### src/rtl/lbm_pkg.sv
package lbm_pkg;
  typedef enum logic [1:0] {
    BO_OFF  = 2'd0,
    BO_RUN  = 2'd1,
    BO_PEND = 2'd2
  } bo_state_e;
endpackage

### src/rtl/lbm_cycle_timer.sv
module lbm_cycle_timer #(
  parameter int CYC_NORM  = 220,
  parameter int CYC_LIGHT = 650,
  parameter int HOLD      = 20
) (
  input  logic clk_i,
  input  logic rst_ni,
  input  logic tick_i,
  input  logic light_i,
  output logic upd_o,
  output logic hold_o
);
  localparam int CMAX = (CYC_LIGHT > CYC_NORM) ? CYC_LIGHT : CYC_NORM;
  localparam int CW   = $clog2(CMAX + 1);

  logic [CW-1:0] cnt_q, len;

  assign len    = light_i ? CW'(CYC_LIGHT) : CW'(CYC_NORM);
  // >= so a shortened cycle closes at once after a mode switch
  assign upd_o  = tick_i && (cnt_q >= len - CW'(1));
  assign hold_o = cnt_q >= len - CW'(HOLD);

  always_ff @(posedge clk_i or negedge rst_ni) begin
    if (!rst_ni)     cnt_q <= '0;
    else if (upd_o)  cnt_q <= '0;
    else if (tick_i) cnt_q <= cnt_q + CW'(1);
  end
endmodule

### src/rtl/lbm_peak_hold.sv
module lbm_peak_hold #(
  parameter int CODE_W = 10
) (
  input  logic              clk_i,
  input  logic              rst_ni,
  input  logic              smp_vld_i,
  input  logic [CODE_W-1:0] smp_code_i,
  input  logic              hold_i,
  input  logic              upd_i,
  output logic [CODE_W-1:0] pk_o,
  output logic              pk_vld_o
);
  logic [CODE_W-1:0] run_q;

  always_ff @(posedge clk_i or negedge rst_ni) begin
    if (!rst_ni) begin
      run_q    <= '0;
      pk_o     <= '0;
      pk_vld_o <= 1'b0;
    end else begin
      pk_vld_o <= upd_i;
      if (upd_i) begin
        pk_o  <= run_q;
        run_q <= '0;
      end else if (smp_vld_i && !hold_i && (smp_code_i > run_q)) begin
        run_q <= smp_code_i;
      end
    end
  end
endmodule

### src/rtl/lbm_run_fsm.sv
module lbm_run_fsm
  import lbm_pkg::*;
#(
  parameter int CODE_W    = 10,
  parameter int ON_CODE   = 228,
  parameter int OFF_CODE  = 204,
  parameter int DEB_NORM  = 75000,
  parameter int DEB_LIGHT = 235000
) (
  input  logic              clk_i,
  input  logic              rst_ni,
  input  logic              tick_i,
  input  logic              light_i,
  input  logic              band_i,
  input  logic              pk_vld_i,
  input  logic [CODE_W-1:0] pk_i,
  output logic              en_o
);
  localparam int DMAX = (DEB_LIGHT > DEB_NORM) ? DEB_LIGHT : DEB_NORM;
  localparam int DW   = $clog2(DMAX + 1);

  bo_state_e     st_q;
  logic [DW-1:0] deb_q, deb_lim;
  logic          pk_ok, pk_hi;

  assign deb_lim = light_i ? DW'(DEB_LIGHT) : DW'(DEB_NORM);
  assign pk_hi   = pk_i >= CODE_W'(ON_CODE);
  assign pk_ok   = pk_i >= CODE_W'(OFF_CODE);
  assign en_o    = st_q != BO_OFF;

  always_ff @(posedge clk_i or negedge rst_ni) begin
    if (!rst_ni) begin
      st_q  <= BO_OFF;
      deb_q <= '0;
    end else begin
      unique case (st_q)
        BO_OFF: begin
          deb_q <= '0;
          if (pk_vld_i && pk_hi && !band_i) st_q <= BO_RUN;
        end
        BO_RUN: begin
          deb_q <= '0;
          if (pk_vld_i && !pk_ok) st_q <= BO_PEND;
        end
        BO_PEND: begin
          if (pk_vld_i && pk_ok) begin
            st_q  <= BO_RUN;
            deb_q <= '0;
          end else if (tick_i) begin
            if (deb_q >= deb_lim - DW'(1)) begin
              st_q  <= BO_OFF;
              deb_q <= '0;
            end else begin
              deb_q <= deb_q + DW'(1);
            end
          end
        end
        default: st_q <= BO_OFF;
      endcase
    end
  end
endmodule

### src/rtl/lbm_limit_map.sv
module lbm_limit_map #(
  parameter int CODE_W    = 10,
  parameter int LIM_W     = 8,
  parameter int LINE_LO   = 244,
  parameter int LINE_HI   = 732,
  parameter int LIM_AT_LO = 230,
  parameter int LIM_AT_HI = 195
) (
  input  logic              clk_i,
  input  logic              rst_ni,
  input  logic              pk_vld_i,
  input  logic [CODE_W-1:0] pk_i,
  input  logic              half_i,
  output logic [LIM_W-1:0]  limit_o
);
  localparam int SPAN = LINE_HI - LINE_LO;
  localparam int DROP = LIM_AT_LO - LIM_AT_HI;
  localparam int PW   = CODE_W + LIM_W;

  logic [LIM_W-1:0] lim_raw, lim_q;

  generate
    if (SPAN > 0) begin : g_interp
      logic [PW-1:0] prod, quo;
      always_comb begin
        prod = PW'(pk_i - CODE_W'(LINE_LO)) * PW'(DROP);
        quo  = prod / PW'(SPAN);
        if (pk_i <= CODE_W'(LINE_LO))      lim_raw = LIM_W'(LIM_AT_LO);
        else if (pk_i >= CODE_W'(LINE_HI)) lim_raw = LIM_W'(LIM_AT_HI);
        else                               lim_raw = LIM_W'(PW'(LIM_AT_LO) - quo);
      end
    end else begin : g_step
      assign lim_raw = (pk_i >= CODE_W'(LINE_LO)) ? LIM_W'(LIM_AT_HI) : LIM_W'(LIM_AT_LO);
    end
  endgenerate

  always_ff @(posedge clk_i or negedge rst_ni) begin
    if (!rst_ni)       lim_q <= LIM_W'(LIM_AT_HI);
    else if (pk_vld_i) lim_q <= lim_raw;
  end

  assign limit_o = half_i ? (lim_q >> 1) : lim_q;
endmodule

### src/rtl/line_brownout_mon.sv
module line_brownout_mon #(
  parameter int CODE_W    = 10,
  parameter int LIM_W     = 8,
  parameter int CYC_NORM  = 220,
  parameter int CYC_LIGHT = 650,
  parameter int HOLD      = 20,
  parameter int DEB_NORM  = 75000,
  parameter int DEB_LIGHT = 235000,
  parameter int ON_CODE   = 228,
  parameter int OFF_CODE  = 204,
  parameter int LINE_LO   = 244,
  parameter int LINE_HI   = 732,
  parameter int LIM_AT_LO = 230,
  parameter int LIM_AT_HI = 195
) (
  input  logic              clk_i,
  input  logic              rst_ni,
  input  logic              tick_i,
  input  logic              smp_vld_i,
  input  logic [CODE_W-1:0] smp_code_i,
  input  logic              light_load_i,
  input  logic              half_lim_i,
  input  logic              vdd_band_i,
  output logic              pwm_en_o,
  output logic [LIM_W-1:0]  limit_o
);
  // HOLD >= 1 keeps the update tick outside the sampling window
  logic              upd, hold, pk_vld;
  logic [CODE_W-1:0] pk_q;

  lbm_cycle_timer #(
    .CYC_NORM(CYC_NORM), .CYC_LIGHT(CYC_LIGHT), .HOLD(HOLD)
  ) u_timer (
    .clk_i(clk_i), .rst_ni(rst_ni), .tick_i(tick_i), .light_i(light_load_i),
    .upd_o(upd), .hold_o(hold)
  );

  lbm_peak_hold #(.CODE_W(CODE_W)) u_peak (
    .clk_i(clk_i), .rst_ni(rst_ni), .smp_vld_i(smp_vld_i), .smp_code_i(smp_code_i),
    .hold_i(hold), .upd_i(upd), .pk_o(pk_q), .pk_vld_o(pk_vld)
  );

  lbm_run_fsm #(
    .CODE_W(CODE_W), .ON_CODE(ON_CODE), .OFF_CODE(OFF_CODE),
    .DEB_NORM(DEB_NORM), .DEB_LIGHT(DEB_LIGHT)
  ) u_fsm (
    .clk_i(clk_i), .rst_ni(rst_ni), .tick_i(tick_i), .light_i(light_load_i),
    .band_i(vdd_band_i), .pk_vld_i(pk_vld), .pk_i(pk_q), .en_o(pwm_en_o)
  );

  lbm_limit_map #(
    .CODE_W(CODE_W), .LIM_W(LIM_W), .LINE_LO(LINE_LO), .LINE_HI(LINE_HI),
    .LIM_AT_LO(LIM_AT_LO), .LIM_AT_HI(LIM_AT_HI)
  ) u_limit (
    .clk_i(clk_i), .rst_ni(rst_ni), .pk_vld_i(pk_vld), .pk_i(pk_q),
    .half_i(half_lim_i), .limit_o(limit_o)
  );
endmodule

### config.mk
export PLATFORM = sky130hd
export DESIGN_NAME = line_brownout_mon
export DESIGN_NICKNAME = d
export VERILOG_FILES = /design/src/rtl/lbm_pkg.sv /design/src/rtl/lbm_cycle_timer.sv /design/src/rtl/lbm_peak_hold.sv /design/src/rtl/lbm_run_fsm.sv /design/src/rtl/lbm_limit_map.sv /design/src/rtl/line_brownout_mon.sv
export SDC_FILE = /design/constraint.sdc
export NUM_CORES = 1
export LEC_CHECK = 0
export BUFFER_PORTS_ARGS = -buffer_cell sky130_fd_sc_hd__buf_4
export CELL_PAD_IN_SITES_DETAIL_PLACEMENT = 0
export CELL_PAD_IN_SITES_GLOBAL_PLACEMENT = 1
export CORE_MARGIN = 8
export CORE_UTILIZATION = 49
export CTS_CLUSTER_DIAMETER = 150
export CTS_CLUSTER_SIZE = 16
export DETAILED_ROUTE_END_ITERATION = 7
export GPL_TIMING_DRIVEN = 0
export PLACE_DENSITY = 0.85
export SLEW_MARGIN = 20
export SYNTH_ARGS = -nofsm -noshare
export SYNTH_HDL_FRONTEND = slang
export SYNTH_SLANG_ARGS = --single-unit
### constraint.sdc
create_clock -name clk_i -period 11.97 [get_ports clk_i]
set_clock_uncertainty 0.05 [all_clocks]
set_input_delay 0.5985 -clock clk_i [delete_from_list [all_inputs] [get_ports clk_i]]
set_output_delay 0.5985 -clock clk_i [all_outputs]
set_load 0.01 [all_outputs]
==> results_dict.tcl <==
set metrics [dict create \
    reg2reg_slack_ns 1.0 \
    cts_inserted_buffers 9 \
    synth_top_area_share_pct 19.5 \
    grt_max_degree 60 \
    pre_cts_slack_ns 0.838 \
    postLayoutCellArea_um2 7790 \
    netlist_top_cells_count "83 x nor2_1, 74 x nand2_1, 65 x ha_1, 55 x dfrtp_1" \
    rows 44 \
    hold_viol 0 \
    crit_fanout 10 \
    clock.fmax_mhz 91.1 \
    htree_levels 3 \
    syn_area_um2 7070 \
    die_height_um 136 \
    path_common_cell "ha_1" \
    cts_sinks 59 \
    post-route-drc-count 0 \
    synth_most_common_cell "nor2_1" \
    critPathArrivalTime_ns 11.17 \
    initial_core_util_pct 49.4 \
    synth_xor_area_share_pct 7.54 \
    final_max_slew_viol_count 0 \
    cts_hold_buf 0 \
    avgViaCountPerCell 5.94 \
    syn_area_per_cell_um2 8.23 \
    ys_types 89 \
    postSynthCellCount 859 \
    fin_nets 984 \
    setup_slack_ns 0.997 \
    finalCritPeriodShare_pct 91.7 \
    synth_fa_ha_area_share_pct 13.6 \
    core-area_um2 14300 \
    drv_cap 0 \
    yosysWarningCount 0 \
    cts-root-buf "clkbuf_16" \
    cts_setup_buffers 0 \
    startpoint_type "flip-flop" \
    area_delta_synth_final_pct 10.1 \
    finalSetupTns_ns 0 \
    critPathKind "reg2reg" \
    period_minus_slack_ns 10.97 \
    drtPass1Iterations 5 \
    clk_path_buf_depth 2 \
    insertion_delay_ns 0.33 \
    gp_congestion 0.872 \
    wl_per_cell_um 15.5 \
    die_area_um2 18500 \
    routed_wirelength_um 16800 \
    synthArstFlopShare_pct 100 \
    yosys_register_bits 59 \
    placed_area_um2 7490 \
    critPathCaptureType "flip-flop" \
    antenna_found_initial 0 \
    drive_gt1_share_pct 13.7 \
    vias 6439 \
    ioPinCount 26 \
    grt_pass1_wl_um 29000 \
    yosys-mux-area-fraction_pct 5.20 \
    critPathSlowestCell "fa_1" \
    synth_top_area_cell "dfrtp_1" \
    synth-edff-count 0 \
    numPortBuffers 25 \
    ys.flop_type "dfrtp_1" \
    synthTopCellsByArea "dfrtp_1 19%, ha_1 11%, nor2_1 4.4%" \
    cts_tree "built" \
    n_antenna_cell 0 \
    cts-resized-gates 0 \
    worst_pin_slew_ns 0.897 \
    seq_area_frac_synth_pct 20.9 \
    syn_nets 948 \
    rsz0062_at_grt "false" \
    outcome "finished clean" \
    drt_iter0_drc 465 \
    grt_usage_pct 18.6 \
    synth_top_family_by_area "compound AO/OA/AOI/OAI gates" \
    synth_compound_area_share_pct 24.9 \
    critPathMaxStageDelay_ns 0.53 \
    setup_violations 0 \
    clk_pin_slew_worst_paths_ns 0.06 \
    fp.dieW_um 136 \
    overflow 0 \
    critPathRequiredTime_ns 12.17 \
    num-fill-cells 1348 \
    synth-simple-area-share_pct 22.9 \
    final_antenna_net_count 0 \
    dpl.hpwl_um 13300 \
    hold_path.class "in2async" \
    maxSlewHeadroom_pct 40.0 \
    grt_pass1_vias 6153 \
]
## cells by family (layout without fill, tap and decap cells)
| kind of cell | after synthesis | after routing |
|---|---|---|
| multiplexers | 34 | 34 |
| AO/OA/AOI/OAI | 242 | 242 |
| AND/OR/NAND/NOR | 313 | 313 |
| XOR/XNOR | 57 | 57 |
| buffers and inverters | 81 | 122 |
| adder cells (fa/ha/maj) | 73 | 73 |
| flip-flops | 59 | 59 |
## worst paths after layout
| kind | from | to | depth (start not counted) |
|---|---|---|---|
| setup / recovery | u_peak.pk_o[2]$_DFFE_PN0P_ | u_limit.lim_q[6]$_DFFE_PN1P_ | 44 |
| setup reg to reg | u_peak.pk_o[2]$_DFFE_PN0P_ | u_limit.lim_q[6]$_DFFE_PN1P_ | 44 |
| min in group clk_i | u_limit.lim_q[6]$_DFFE_PN1P_ | u_limit.lim_q[6]$_DFFE_PN1P_ | 2 |
| hold / removal | rst_ni | u_fsm.deb_q[7]$_DFFE_PN0P_ | 1 |
| max in group asynchronous | rst_ni | u_peak.pk_o[5]$_DFFE_PN0P_ | 1 |
| hold reg to reg | u_limit.lim_q[6]$_DFFE_PN1P_ | u_limit.lim_q[6]$_DFFE_PN1P_ | 2 |
## layer usage
| metal | global-route usage, % | wire, um | up-vias |
|---|---|---|---|
| li1 | - | - | 3212 |
| met4 | 4.64 | 150 | 0 |
| met2 | 32.5 | 8270 | 107 |
| met1 | 23.7 | 7940 | 3111 |
| met5 | 0 | 0 | - |
| met3 | 2.22 | 421 | 9 |
## layout by cell type, fill, tap and decap left out, drive strengths merged, types with 9 or more instances in the layout
master,n
xnor2,32
nand2b,15
a21oi,50
ha,65
dfrtp,55
nand3,27
xor2,25
and3,14
nand4,14
a21o,15
nand2,75
nor3,25
mux2,16
or3,10
o21ai,62
o31ai,11
inv,55
nor2,83
a211oi,17
nor2b,9
buf,38
a31oi,14
clkbuf,23
mux2i,18
o21a,11
and2,9
o211ai,10
## stage by stage
| stage | hold WS (ns) | util, % | instances |
|---|---|---|---|
| final | 0.271 | 54.4 | 1084 |
| after global placement | 0.446 | 52.3 | 1068 |
| after detailed placement | 0.455 | 52.3 | 1068 |
| after global routing | 0.333 | 54.4 | 1084 |
| after floorplan | 0.253 | - | 859 |
| after CTS | 0.302 | 54.4 | 1084 |
## state kept, by name, summed over array words and instances (netlist names)
name	cells
u_fsm.deb_q	18
u_fsm.st_q	2
u_limit.lim_q	8
u_peak.pk_o	10
u_peak.pk_vld_o	1
u_peak.run_q	10
u_timer.cnt_q	10
## critical path: cells and delay by family, from the launching register on
family / cells / cell delay [ns]
buf+inv: 8 / 1.07
mux: 1 / 0.37
fa+ha+maj: 6 / 1.96
simple gates: 14 / 3.18
xor+xnor: 2 / 0.38
compound gates: 13 / 3.44
flops: 1 / 0.45
## cell type report
cell class	instances	area [um2]	area share, %
Multi-Input combinational cell	719	5250	67.3
Timing Repair Buffer	25	188	2.41
Sequential cell	59	1480	19.0
Clock inverter	6	66.3	0.851
Tap cell	184	230	2.96
Inverter	55	206	2.65
Clock buffer	10	229	2.94
Buffer	26	144	1.85
Power is not shown: default switching activity piles up to over one toggle a cycle in this logic, so the estimate is an artifact.
